$ cat src/rtl/xlat_pkg.sv
package xlat_pkg;
  typedef enum logic [1:0] {
    ACC_READ  = 2'd0,
    ACC_WRITE = 2'd1,
    ACC_EXEC  = 2'd2,
    ACC_RSVD  = 2'd3
  } acc_e;

  typedef struct packed {
    logic sup;
    logic exe;
    logic wr;
    logic rd;
  } perm_t;

  localparam int unsigned PERM_W = $bits(perm_t);
endpackage

$ cat src/rtl/xlat_entry_array.sv
module xlat_entry_array #(
  parameter int unsigned SETS  = 16,
  parameter int unsigned WAYS  = 4,
  parameter int unsigned TAG_W = 16,
  parameter int unsigned PPN_W = 20,
  parameter int unsigned PRM_W = 4,
  localparam int unsigned SET_W = $clog2(SETS),
  localparam int unsigned WAY_W = $clog2(WAYS)
) (
  input  logic             clk_i,
  input  logic             rst_ni,
  input  logic             flush_i,
  input  logic             wr_en_i,
  input  logic [SET_W-1:0] wr_set_i,
  input  logic [WAY_W-1:0] wr_way_i,
  input  logic [TAG_W-1:0] wr_tag_i,
  input  logic [PPN_W-1:0] wr_ppn_i,
  input  logic [PRM_W-1:0] wr_perm_i,
  input  logic [SET_W-1:0] rd_set_i,
  output logic [WAYS-1:0]  rd_vld_o,
  output logic [TAG_W-1:0] rd_tag_o  [WAYS],
  output logic [PPN_W-1:0] rd_ppn_o  [WAYS],
  output logic [PRM_W-1:0] rd_perm_o [WAYS],
  input  logic [SET_W-1:0] fill_set_i,
  output logic [WAYS-1:0]  fill_vld_o
);
  logic [SETS-1:0][WAYS-1:0] vld_q;
  logic [TAG_W-1:0] tag_q  [SETS][WAYS];
  logic [PPN_W-1:0] ppn_q  [SETS][WAYS];
  logic [PRM_W-1:0] perm_q [SETS][WAYS];

  always_ff @(posedge clk_i or negedge rst_ni) begin
    if (!rst_ni) begin
      vld_q <= '0;
    end else if (flush_i) begin
      vld_q <= '0;
    end else if (wr_en_i) begin
      vld_q[wr_set_i][wr_way_i] <= 1'b1;
    end
  end

  // payload needs no reset: guarded by valid bits
  always_ff @(posedge clk_i) begin
    if (wr_en_i && !flush_i) begin
      tag_q[wr_set_i][wr_way_i]  <= wr_tag_i;
      ppn_q[wr_set_i][wr_way_i]  <= wr_ppn_i;
      perm_q[wr_set_i][wr_way_i] <= wr_perm_i;
    end
  end

  always_comb begin
    rd_vld_o   = vld_q[rd_set_i];
    fill_vld_o = vld_q[fill_set_i];
    for (int w = 0; w < WAYS; w++) begin
      rd_tag_o[w]  = tag_q[rd_set_i][w];
      rd_ppn_o[w]  = ppn_q[rd_set_i][w];
      rd_perm_o[w] = perm_q[rd_set_i][w];
    end
  end
endmodule

$ cat src/rtl/xlat_lru.sv
module xlat_lru #(
  parameter int unsigned SETS = 16,
  parameter int unsigned WAYS = 4,
  localparam int unsigned SET_W = $clog2(SETS),
  localparam int unsigned WAY_W = $clog2(WAYS)
) (
  input  logic             clk_i,
  input  logic             rst_ni,
  input  logic             hit_en_i,
  input  logic [SET_W-1:0] hit_set_i,
  input  logic [WAY_W-1:0] hit_way_i,
  input  logic             fill_en_i,
  input  logic [SET_W-1:0] fill_set_i,
  input  logic [WAY_W-1:0] fill_way_i,
  input  logic [SET_W-1:0] q_set_i,
  output logic [WAY_W-1:0] victim_o
);
  logic [SETS-1:0][WAY_W-1:0] victim_all;

  for (genvar s = 0; s < SETS; s++) begin : g_set
    // rank 0 = most recent, WAYS-1 = least recent
    logic [WAY_W-1:0] rank_q [WAYS];
    logic             touch;
    logic [WAY_W-1:0] tway;
    logic [WAY_W-1:0] vic;

    always_comb begin
      touch = 1'b0;
      tway  = '0;
      if (fill_en_i && fill_set_i == SET_W'(s)) begin
        touch = 1'b1;
        tway  = fill_way_i;
      end else if (hit_en_i && hit_set_i == SET_W'(s)) begin
        touch = 1'b1;
        tway  = hit_way_i;
      end
    end

    always_ff @(posedge clk_i or negedge rst_ni) begin
      if (!rst_ni) begin
        for (int w = 0; w < WAYS; w++) rank_q[w] <= WAY_W'(w);
      end else if (touch) begin
        for (int w = 0; w < WAYS; w++) begin
          if (WAY_W'(w) == tway)           rank_q[w] <= '0;
          else if (rank_q[w] < rank_q[tway]) rank_q[w] <= rank_q[w] + 1'b1;
        end
      end
    end

    always_comb begin
      vic = '0;
      for (int w = 0; w < WAYS; w++)
        if (rank_q[w] == WAY_W'(WAYS - 1)) vic = WAY_W'(w);
    end

    assign victim_all[s] = vic;
  end

  assign victim_o = victim_all[q_set_i];
endmodule

$ cat src/rtl/xlat_perm_chk.sv
module xlat_perm_chk
  import xlat_pkg::*;
(
  input  perm_t      perm_i,
  input  logic [1:0] acc_i,
  input  logic       sup_i,
  output logic       fault_o
);
  logic deny;

  always_comb begin
    unique case (acc_e'(acc_i))
      ACC_READ:  deny = !perm_i.rd;
      ACC_WRITE: deny = !perm_i.wr;
      ACC_EXEC:  deny = !perm_i.exe;
      default:   deny = 1'b1;
    endcase
  end

  assign fault_o = deny | (perm_i.sup & ~sup_i);
endmodule

$ cat src/rtl/xlat_cache.sv
module xlat_cache
  import xlat_pkg::*;
#(
  parameter int unsigned SETS  = 16,
  parameter int unsigned WAYS  = 4,
  parameter int unsigned VPN_W = 20,
  parameter int unsigned PPN_W = 20,
  parameter int unsigned OFF_W = 12,
  localparam int unsigned VA_W = VPN_W + OFF_W,
  localparam int unsigned PA_W = PPN_W + OFF_W
) (
  input  logic              clk_i,
  input  logic              rst_ni,
  input  logic              flush_i,
  input  logic              lk_valid_i,
  input  logic [VA_W-1:0]   lk_vaddr_i,
  input  logic [1:0]        lk_acc_i,
  input  logic              lk_sup_i,
  output logic              lk_hit_o,
  output logic              lk_miss_o,
  output logic              lk_fault_o,
  output logic [PA_W-1:0]   lk_paddr_o,
  input  logic              rf_valid_i,
  input  logic [VPN_W-1:0]  rf_vpn_i,
  input  logic [PPN_W-1:0]  rf_ppn_i,
  input  logic [PERM_W-1:0] rf_perm_i
);
  localparam int unsigned SET_W = $clog2(SETS);
  localparam int unsigned WAY_W = $clog2(WAYS);
  localparam int unsigned TAG_W = VPN_W - SET_W;

  logic [VPN_W-1:0]  lk_vpn;
  logic [SET_W-1:0]  lk_set, rf_set;
  logic [TAG_W-1:0]  lk_tag, rf_tag;

  assign lk_vpn = lk_vaddr_i[VA_W-1:OFF_W];
  assign lk_set = lk_vpn[SET_W-1:0];
  assign lk_tag = lk_vpn[VPN_W-1:SET_W];
  assign rf_set = rf_vpn_i[SET_W-1:0];
  assign rf_tag = rf_vpn_i[VPN_W-1:SET_W];

  logic [WAYS-1:0]   rd_vld, fill_vld;
  logic [TAG_W-1:0]  rd_tag  [WAYS];
  logic [PPN_W-1:0]  rd_ppn  [WAYS];
  logic [PERM_W-1:0] rd_perm [WAYS];
  logic              wr_en;
  logic [WAY_W-1:0]  fill_way, lru_victim;

  assign wr_en = rf_valid_i & ~flush_i;

  xlat_entry_array #(
    .SETS (SETS), .WAYS (WAYS), .TAG_W (TAG_W), .PPN_W (PPN_W), .PRM_W (PERM_W)
  ) u_array (
    .clk_i      (clk_i),
    .rst_ni     (rst_ni),
    .flush_i    (flush_i),
    .wr_en_i    (wr_en),
    .wr_set_i   (rf_set),
    .wr_way_i   (fill_way),
    .wr_tag_i   (rf_tag),
    .wr_ppn_i   (rf_ppn_i),
    .wr_perm_i  (rf_perm_i),
    .rd_set_i   (lk_set),
    .rd_vld_o   (rd_vld),
    .rd_tag_o   (rd_tag),
    .rd_ppn_o   (rd_ppn),
    .rd_perm_o  (rd_perm),
    .fill_set_i (rf_set),
    .fill_vld_o (fill_vld)
  );

  // tag compare per way
  logic [WAYS-1:0] match;
  for (genvar w = 0; w < WAYS; w++) begin : g_cmp
    assign match[w] = rd_vld[w] & (rd_tag[w] == lk_tag);
  end

  logic [PPN_W-1:0]  hit_ppn;
  logic [PERM_W-1:0] hit_perm;
  logic [WAY_W-1:0]  hit_way;

  always_comb begin
    hit_ppn  = '0;
    hit_perm = '0;
    hit_way  = '0;
    for (int w = 0; w < WAYS; w++) begin
      if (match[w]) begin
        hit_ppn  = hit_ppn  | rd_ppn[w];
        hit_perm = hit_perm | rd_perm[w];
        hit_way  = hit_way  | WAY_W'(w);
      end
    end
  end

  // flush or same-set refill turns the lookup into a miss
  logic blocked;
  assign blocked = flush_i | (rf_valid_i & (rf_set == lk_set));

  logic perm_fault;
  xlat_perm_chk u_perm (
    .perm_i  (perm_t'(hit_perm)),
    .acc_i   (lk_acc_i),
    .sup_i   (lk_sup_i),
    .fault_o (perm_fault)
  );

  assign lk_hit_o   = lk_valid_i & (|match) & ~blocked;
  assign lk_miss_o  = lk_valid_i & ~lk_hit_o;
  assign lk_fault_o = lk_hit_o & perm_fault;
  assign lk_paddr_o = lk_hit_o ? {hit_ppn, lk_vaddr_i[OFF_W-1:0]} : '0;

  // victim: lowest empty way, else least recently used
  logic             have_free;
  logic [WAY_W-1:0] free_way;
  always_comb begin
    have_free = 1'b0;
    free_way  = '0;
    for (int w = WAYS - 1; w >= 0; w--) begin
      if (!fill_vld[w]) begin
        have_free = 1'b1;
        free_way  = WAY_W'(w);
      end
    end
  end
  assign fill_way = have_free ? free_way : lru_victim;

  xlat_lru #(
    .SETS (SETS), .WAYS (WAYS)
  ) u_lru (
    .clk_i      (clk_i),
    .rst_ni     (rst_ni),
    .hit_en_i   (lk_hit_o),
    .hit_set_i  (lk_set),
    .hit_way_i  (hit_way),
    .fill_en_i  (wr_en),
    .fill_set_i (rf_set),
    .fill_way_i (fill_way),
    .q_set_i    (rf_set),
    .victim_o   (lru_victim)
  );
endmodule

$ cat config.mk
export PLATFORM = sky130hd
export DESIGN_NAME = xlat_cache
export DESIGN_NICKNAME = d
export VERILOG_FILES = /design/src/rtl/xlat_pkg.sv /design/src/rtl/xlat_entry_array.sv /design/src/rtl/xlat_lru.sv /design/src/rtl/xlat_perm_chk.sv /design/src/rtl/xlat_cache.sv
export SDC_FILE = /design/constraint.sdc
export NUM_CORES = 2
export LEC_CHECK = 0
export CAP_MARGIN = 20
export CORE_AREA = 5 5 376 526
export DETAILED_ROUTE_END_ITERATION = 6
export DIE_AREA = 0 0 381 531
export GPL_TIMING_DRIVEN = 1
export PLACE_DENSITY_LB_ADDON = 0.3
export SYNTH_ARGS = -nofsm -noshare
export SYNTH_HDL_FRONTEND = slang
export SYNTH_SLANG_ARGS = --single-unit
export TNS_END_PERCENT = 100
$ cat constraint.sdc
create_clock -name clk_i -period 11.4 [get_ports clk_i]
set_clock_uncertainty 0.1 [all_clocks]
set_input_delay 1.14 -clock clk_i [delete_from_list [all_inputs] [get_ports clk_i]]
set_output_delay 1.14 -clock clk_i [all_outputs]
set_load 0.005 [all_outputs]
[Yosys cells after proc, flatten, opt, wreduce, memory -nomap -nowiden]
Memory sizes are Yosys's and may differ from the RTL's.
Index checks and enable logic that the tools add are counted.
Cells by class
  add/subtract/negate cells: 64
  eq/ne operators: 133
  bitwise operators: 41
  magnitude comparators: 87
  reduce and logical (&&, ||, !) cells: 189
  mux-type cells: 332
Operators by type and width (count)
  $mux 2: 232
  $mux 64: 3
  $reduce_bool 2->1: 65
  $add 2x1->2 const B: 64
  $lt 2x2->1: 64
  $reduce_and 2->1: 64
  $mux 20: 5
  $eq 2x2->1 const B: 49
  $mux 80: 1
  $bmux 2 s2: 16
  $eq 16x16->1: 4
  $eq 2x2->1 const A: 32
  $eq 4x4->1 const B: 16
  $or 64x64->64: 1
  $or 20x20->20: 3
  $mux 1: 55
  $ge 3x3->1 const B: 17
  $not 2->3: 17
  $demux 20 s2: 1
  $logic_and 1x1->1: 36
  $logic_not 2->1: 17
  $bmux 4 s4: 2
  $demux 16 s2: 1
  $eq 1x2->1 const A: 16
  other kinds (25): 65
Word-level totals
  output and inout bits: 35
  input bits: 84
  memories kept: 3
  word-level logic and storage cells: 929
  register bits: 192
  bits in writable memories: 2560
Memories
  u_array.ppn_q: depth 16, width 80, rd ports 1, clocked after memory_dff 0, wr ports 1, line xlat_entry_array.sv:29  | logic [PPN_W-1:0] ppn_q [SETS][WAYS];
  u_array.tag_q: depth 16, width 64, rd ports 1, clocked after memory_dff 0, wr ports 1, line xlat_entry_array.sv:28  | logic [TAG_W-1:0] tag_q [SETS][WAYS];
  u_array.perm_q: depth 16, width 16, rd ports 1, clocked after memory_dff 0, wr ports 1, line xlat_entry_array.sv:30  | logic [PRM_W-1:0] perm_q [SETS][WAYS];

[Logic depth before layout (Yosys ltp)]
  word-level depth: 16
  mapped depth: 24
  depth with buffers taken out: 15

[Cells and area by module]
A second synthesis with hierarchy kept.
Second synthesis, totals
  cell total of the unflattened synthesis: 5784
  area, all modules: 113271.1 um^2
By module, submodules not included
  xlat_entry_array: area an instance 99978.4 um^2, cells each 4122, instances 1
  xlat_lru: area an instance 11551.1 um^2, cells each 1422, instances 1
  xlat_cache: area an instance 1710.4 um^2, cells each 235, instances 1
  xlat_perm_chk: area an instance 31.3 um^2, cells each 5, instances 1

[Least setup slack after synthesis]
Ideal clock, no wire load.
  path type: input -> register
  start point: in rf_vpn_i[1]
  end point: reg u_lru.g_set[12].rank_q[4] in the netlist's numbering
  path slack: 3.416 ns
  stages: 18
  path buffers: 7
  data required time: 11.220 ns
  setup time: 0.080 ns
  arrival time: 7.804 ns
  cells stage by stage: clkbuf_1 -> buf_2 -> clkbuf_1 -> clkbuf_1 -> a21oi_1 -> nor4_1 -> and4_1 -> clkbuf_1 -> nor2_1 -> clkbuf_1 -> buf_1 -> nor3_1 -> a31oi_1 -> o21ai_1 -> a32o_1 -> a21oi_2 -> maj3_1 -> o22a_1
On the way
  cells in the longest elaborated chain, start to end: 15
  elaborated cells between the ends (all ways): 34
  those cells by class: order compare (1); eq/ne (3); mux (21); bitwise (5); reduce/logical (4)
RTL lines
  start, declared: line xlat_cache.sv:24  | input logic [VPN_W-1:0] rf_vpn_i,
  $bmux 4 s4 / $eq 4x4->1 (equally long branches): line xlat_entry_array.sv:53, xlat_cache.sv:97
  $mux 4 (not written as such) / $and 1x1->1 (equally long branches): line xlat_entry_array.sv:53, xlat_cache.sv:97
  $mux 2, or another cell as far along (4 in a row): line xlat_cache.sv:119  | if (!fill_vld[w]) begin
  $mux 2, on equally long branches: line xlat_cache.sv:125, xlat_lru.sv:33
  $mux 2: line xlat_lru.sv:30  | if (fill_en_i && fill_set_i == SET_W'(s)) begin
  $not 2->3 (not written as such): line xlat_lru.sv:45  | else if (rank_q[w] < rank_q[tway]) rank_q[w] <= rank_q[w] + 1'b1;
  $bmux 2 s2: line xlat_lru.sv:45
  $mux 2 (not written as such) (2 in a row): line xlat_lru.sv:45
  $lt 2x2->1: line xlat_lru.sv:45
  $reduce_bool 2->1 (no source line)
  $reduce_and 2->1 (no source line)
  end signal, assigned by index: line xlat_lru.sv:44  | if (WAY_W'(w) == tway) rank_q[w] <= '0;
  end, declared: line xlat_lru.sv:22  | logic [WAY_W-1:0] rank_q [WAYS];
Parallel ways exist; a longest one is shown, timed or not. The select of a mux whose other input is x is not followed.
A chain may end at the register's enable or synchronous reset.

[Final worst setup path]
  start point: in lk_vaddr_i[12]
  end point: out lk_paddr_o[3]
On the way
  cells in the longest elaborated chain, start to end: 7
  elaborated cells between the ends (all ways): 19
  those cells by class: eq/ne (5); mux (3); bitwise (9); reduce/logical (1); memory (1)
RTL lines
  start, declared: line xlat_cache.sv:16  | input logic [VA_W-1:0] lk_vaddr_i,
  $mem_v2 16x64 / $bmux 4 s4 (equally long branches)
  $eq 16x16->1 / $mux 4 (equally long branches): line xlat_cache.sv:75, xlat_entry_array.sv:52
  $and 1x1->1: line xlat_cache.sv:75  | assign match[w] = rd_vld[w] & (rd_tag[w] == lk_tag);
  $reduce_or 4->1: line xlat_cache.sv:107  | assign lk_hit_o = lk_valid_i & (|match) & ~blocked;
  $and 1x1->1: line xlat_cache.sv:107
  $and 1x1->1 *: line xlat_cache.sv:107
  $mux 32 *: line xlat_cache.sv:110  | assign lk_paddr_o = lk_hit_o ? {hit_ppn, lk_vaddr_i[OFF_W-1:0]} : '0;
  end, declared: line xlat_cache.sv:22  | output logic [PA_W-1:0] lk_paddr_o,
Every way passes the cells marked *; elsewhere a longest branch is shown, timed or not. The select of a mux whose other input is x is not followed.

==> summary.md <==
| Metric | Value |
|---|---|
| Outcome | `complete, but fails checks` |
| Failing checks | `design-rule violations` |
| Final hold vios | `0` |
| Crit share post-route | `0.770` |
| Nets | `6454` |
| Total power | `20800 uW` |
| Commonest cells after routing, fill and taps aside | `2560 x edfxtp_1, 698 x mux4_2, 240 x clkbuf_16, 219 x mux2i_1, 207 x nand2_1` |
| Worst skew pair latency | `0.92 ns` |
| CTS Hold Bufs | `0` |
| Number of setup buffers added after CTS | `0` |
| Routed vias | `65369` |
| GRT overflow | `0` |
| Final core area utilization | `0.662` |
| Fill count | `12338` |
| I/O pin count | `119` |
| Kind of critical path | `primary input to output pin` |
| P_sw | `4700 uW` |
| Initial antenna violation count | `14` |
| Core Area | `193000 um2` |
| Rows | `191` |
| Root Buffer | `clkbuf_16` |
| Max_slew headroom | `0.152` |
| Met3 wire length | `36.2 mm` |
| Worst setup SP type | `primary input` |
| Predominant post-synthesis flop cell | `edfxtp_1` |
| CTS tree | `built` |
| HP Class | `primary input to asynchronous set/reset pin` |
| Detail Route Antenna Nets | `0` |
| CP arrival | `7.53 ns` |
| Ys async rst share | `0.0698` |
| Synth cell types | `99` |
| CP Capture Point | `lk_paddr_o[3]` |
| Clock share of power | `0.395` |
| CP max stage cell | `xnor2_1` |
| M1 wire length | `110 mm` |
| Synth area leaders | `edfxtp_1 67%, mux4_2 14%, dfrtp_1 2.8%, mux2i_1 1.9%, dfstp_2 1.5%` |
| First-pass DRT Iterations | `7` |
| Lkg Pwr | `0.0416 uW` |
| FF+latch count, synth | `2752` |
| Worst path required time | `10.16 ns` |
| Post-route DRC violation count | `2` |
| GRT Resource Usage Total | `0.330` |
| Highest metal used | `met5` |
| Die X | `381 um` |
| DR WL met2 | `164 mm` |
| DIE HEIGHT | `531 um` |
| Pwr dens | `163 nW/um2` |
| Largest area contributor in the netlist | `edfxtp_1` |
| Drt first-iter violations | `between 9000 and 10000` |
| Sw Ratio | `0.226` |
| Seq/Total Area, Yosys | `0.713` |
| TNS Setup | `0 ns` |
| Slew Limit Fails | `0` |
| Num CTS Buffers | `240` |
| Synth Cell Area | `115000 um2` |
| P&R area growth vs syn | `11.2%` |
| Fmax achieved | `114 MHz` |
| Power Internal | `16100 uW` |
| Synth Net Count | `6250` |
| GP Congestion | `0.955` |
| Commonest non-fill, non-tap cell in the layout | `edfxtp_1` |
| Largest net degree at the start of global routing | `159` |
| Die Area | `a little over 200000 um2` |
| CP Cell Sequence | `buf_8 > clkinv_2 > buf_4 > mux4_2 > xnor2_1 > nand3_1 > nor4_2 > nand4_1 > or4_1 > and4_4 > nand2b_4 > inv_2 > and2_1 > clkdlybuf4s50_1` |
| Worst vdd ir | `around 160 uV` |
| Setup violations, final | `0` |
| Critical path endpoint category | `output pin` |
| Port bufs | `118` |
| Largest stage delay, worst path | `0.98 ns` |
| Maximum fanout along the worst path | `between 40 and 50` |
| YS warnings | `0` |
| Htree depth | `4` |
| FF-to-FF Start | `u_array.tag_q[11][38]$_DFFE_PP_` |
| Post-synth EDFFs | `2560` |
| Clk buf depth | `3` |
| Syn Inst Count | `6118` |
| Clock slew at reported path FFs | `0.06 ns` |
| Clock Sinks | `2752` |
| RSZ-0062 raised after global routing | `no` |
| Post-layout min period | `8.77 ns` |
| Reg2Reg Depth | `15` |
| Reg-to-Reg End | `u_lru.g_set[4].rank_q[1]$_DFFE_PN1P_` |
| Reg power frac | `0.539` |
| Seq. cell area | `81800 um2` |
| Top-area cell type share of the netlist area | `0.670` |
| Slew @ Worst Pin | `1.26 ns` |
| Comb pwr share | `0.066` |
| Vias per cell | `just over 7` |
| Max-Cap Viols | `0` |
| Post-cts repair resize count | `0` |
| Total wire length | `336 mm` |
| Worst hold slack | `0.208 ns` |
| Crit path launch | `lk_vaddr_i[12]` |
| Slack of the worst reg-to-reg path | `4.30 ns` |
| Post-detail-place hpwl | `between 150 and 200 mm` |
| Drt wl/cell | `37.2 um` |
| First-pass GRT wire length | `about 470 mm` |
| Initial Util | `0.595` |
| Number of global-route vias before repair | `64827` |
| Share of cells above drive strength 1 | `0.236` |
| Multi-input logic area | `about 31000 um2` |
| Mean Syn Cell Area | `between 15 and 20 um2` |
## final cells by class
class,count,area share
sequential,2752,0.641
multi-input combinational,2920,0.246
clock buffer,284,0.0484
tap,2509,0.0246
timing repair buffer,290,0.0217
clock inverter,166,0.0138
inverter,118,0.00354
antenna,7,0.000137
## registers in the layout (all words and copies together) (netlist names)
name                cells
u_array.tag_q        1024
u_array.perm_q        256
u_lru.g_set.rank_q    128
u_array.vld_q          64
u_array.ppn_q        1280
## how the worst min path moves through the flow
stage                                  startpoint                                    to  slack, ns  depth (start not counted)
floorplan           u_array.vld_q[20]$_DFFE_PN0P_         u_array.vld_q[20]$_DFFE_PN0P_       0.36                          1
global placement    u_array.vld_q[25]$_DFFE_PN0P_         u_array.vld_q[25]$_DFFE_PN0P_       0.37                          1
detailed placement  u_array.vld_q[13]$_DFFE_PN0P_         u_array.vld_q[13]$_DFFE_PN0P_       0.39                          1
CTS                                        rst_ni  u_lru.g_set[1].rank_q[2]$_DFFE_PN0P_       0.15                          1
global route                               rst_ni  u_lru.g_set[3].rank_q[2]$_DFFE_PN0P_       0.22                          1
finish                                     rst_ni  u_lru.g_set[3].rank_q[2]$_DFFE_PN0P_       0.21                          1
## worst max-delay path, delay by kind of cell
| family | cells | cell delay (ns) |
|---|---|---|
| xor gates and xnor gates | 1 | 0.98 |
| muxes | 1 | 0.41 |
| and+or+nand+nor | 7 | 2.22 |
| buffers and inverters | 5 | 2.64 |
## cells in the mapped netlist (17+ instances only)
master,instances
a21oi_1,174
a31o_2,24
a21o_1,84
ha_1,48
a31oi_1,67
o21ai_0,100
a221oi_1,25
nand2_1,208
nand2b_1,78
nor2_1,239
a211o_1,17
nand3_1,58
or4_1,21
a211oi_1,40
edfxtp_1,2560
mux4_2,698
nor4_1,21
a41oi_1,24
dfrtp_1,128
xnor2_1,59
nor2b_1,35
buf_4,40
buf_1,54
clkbuf_1,166
or3_1,19
nand4_1,17
mux2i_1,219
nor3_1,92
buf_2,52
mux2_2,62
and2_1,29
o22ai_1,53
dfstp_2,64
o31ai_1,24
a22oi_1,51
inv_1,114
## stage by stage
stage / cell area [um2] / cells / setup slack (ns)
6_report: 127000 / 9046 / 2.63
3_5_place_dp: 119000 / 8565 / 2.87
5_1_grt: 127000 / 9040 / 2.53
2_1_floorplan: 115000 / 6118 / 3.42
3_3_place_gp: 119000 / 8558 / 2.90
4_1_cts: 127000 / 9015 / 2.86
## kinds of logic after synthesis
kind of cell             synth area share
XOR/XNOR                          0.00565
buffers and inverters              0.0175
AND/OR/NAND/NOR                    0.0381
adder cells (fa/ha/maj)           0.00567
multiplexers                        0.162
flip-flops                          0.713
AO/OA/AOI/OAI                      0.0579
## power by group through the flow
stage | clock network [uW] | registers (uW) | logic, uW
floorplan | 0 | 11400 | 826
global placement | 0 | 11400 | 1290
detailed placement | 0 | 11400 | 1320
CTS | 8240 | 11200 | 1330
global route | 8710 | 11200 | 1440
finish | 8200 | 11200 | 1370
## layer usage
layer  up-vias  track usage
met5         -            0
met4        10        0.209
met3      1223       0.0760
met2      4897        0.538
met1     33523        0.403
li1      25716            -
(Power assumes the default switching activity.)
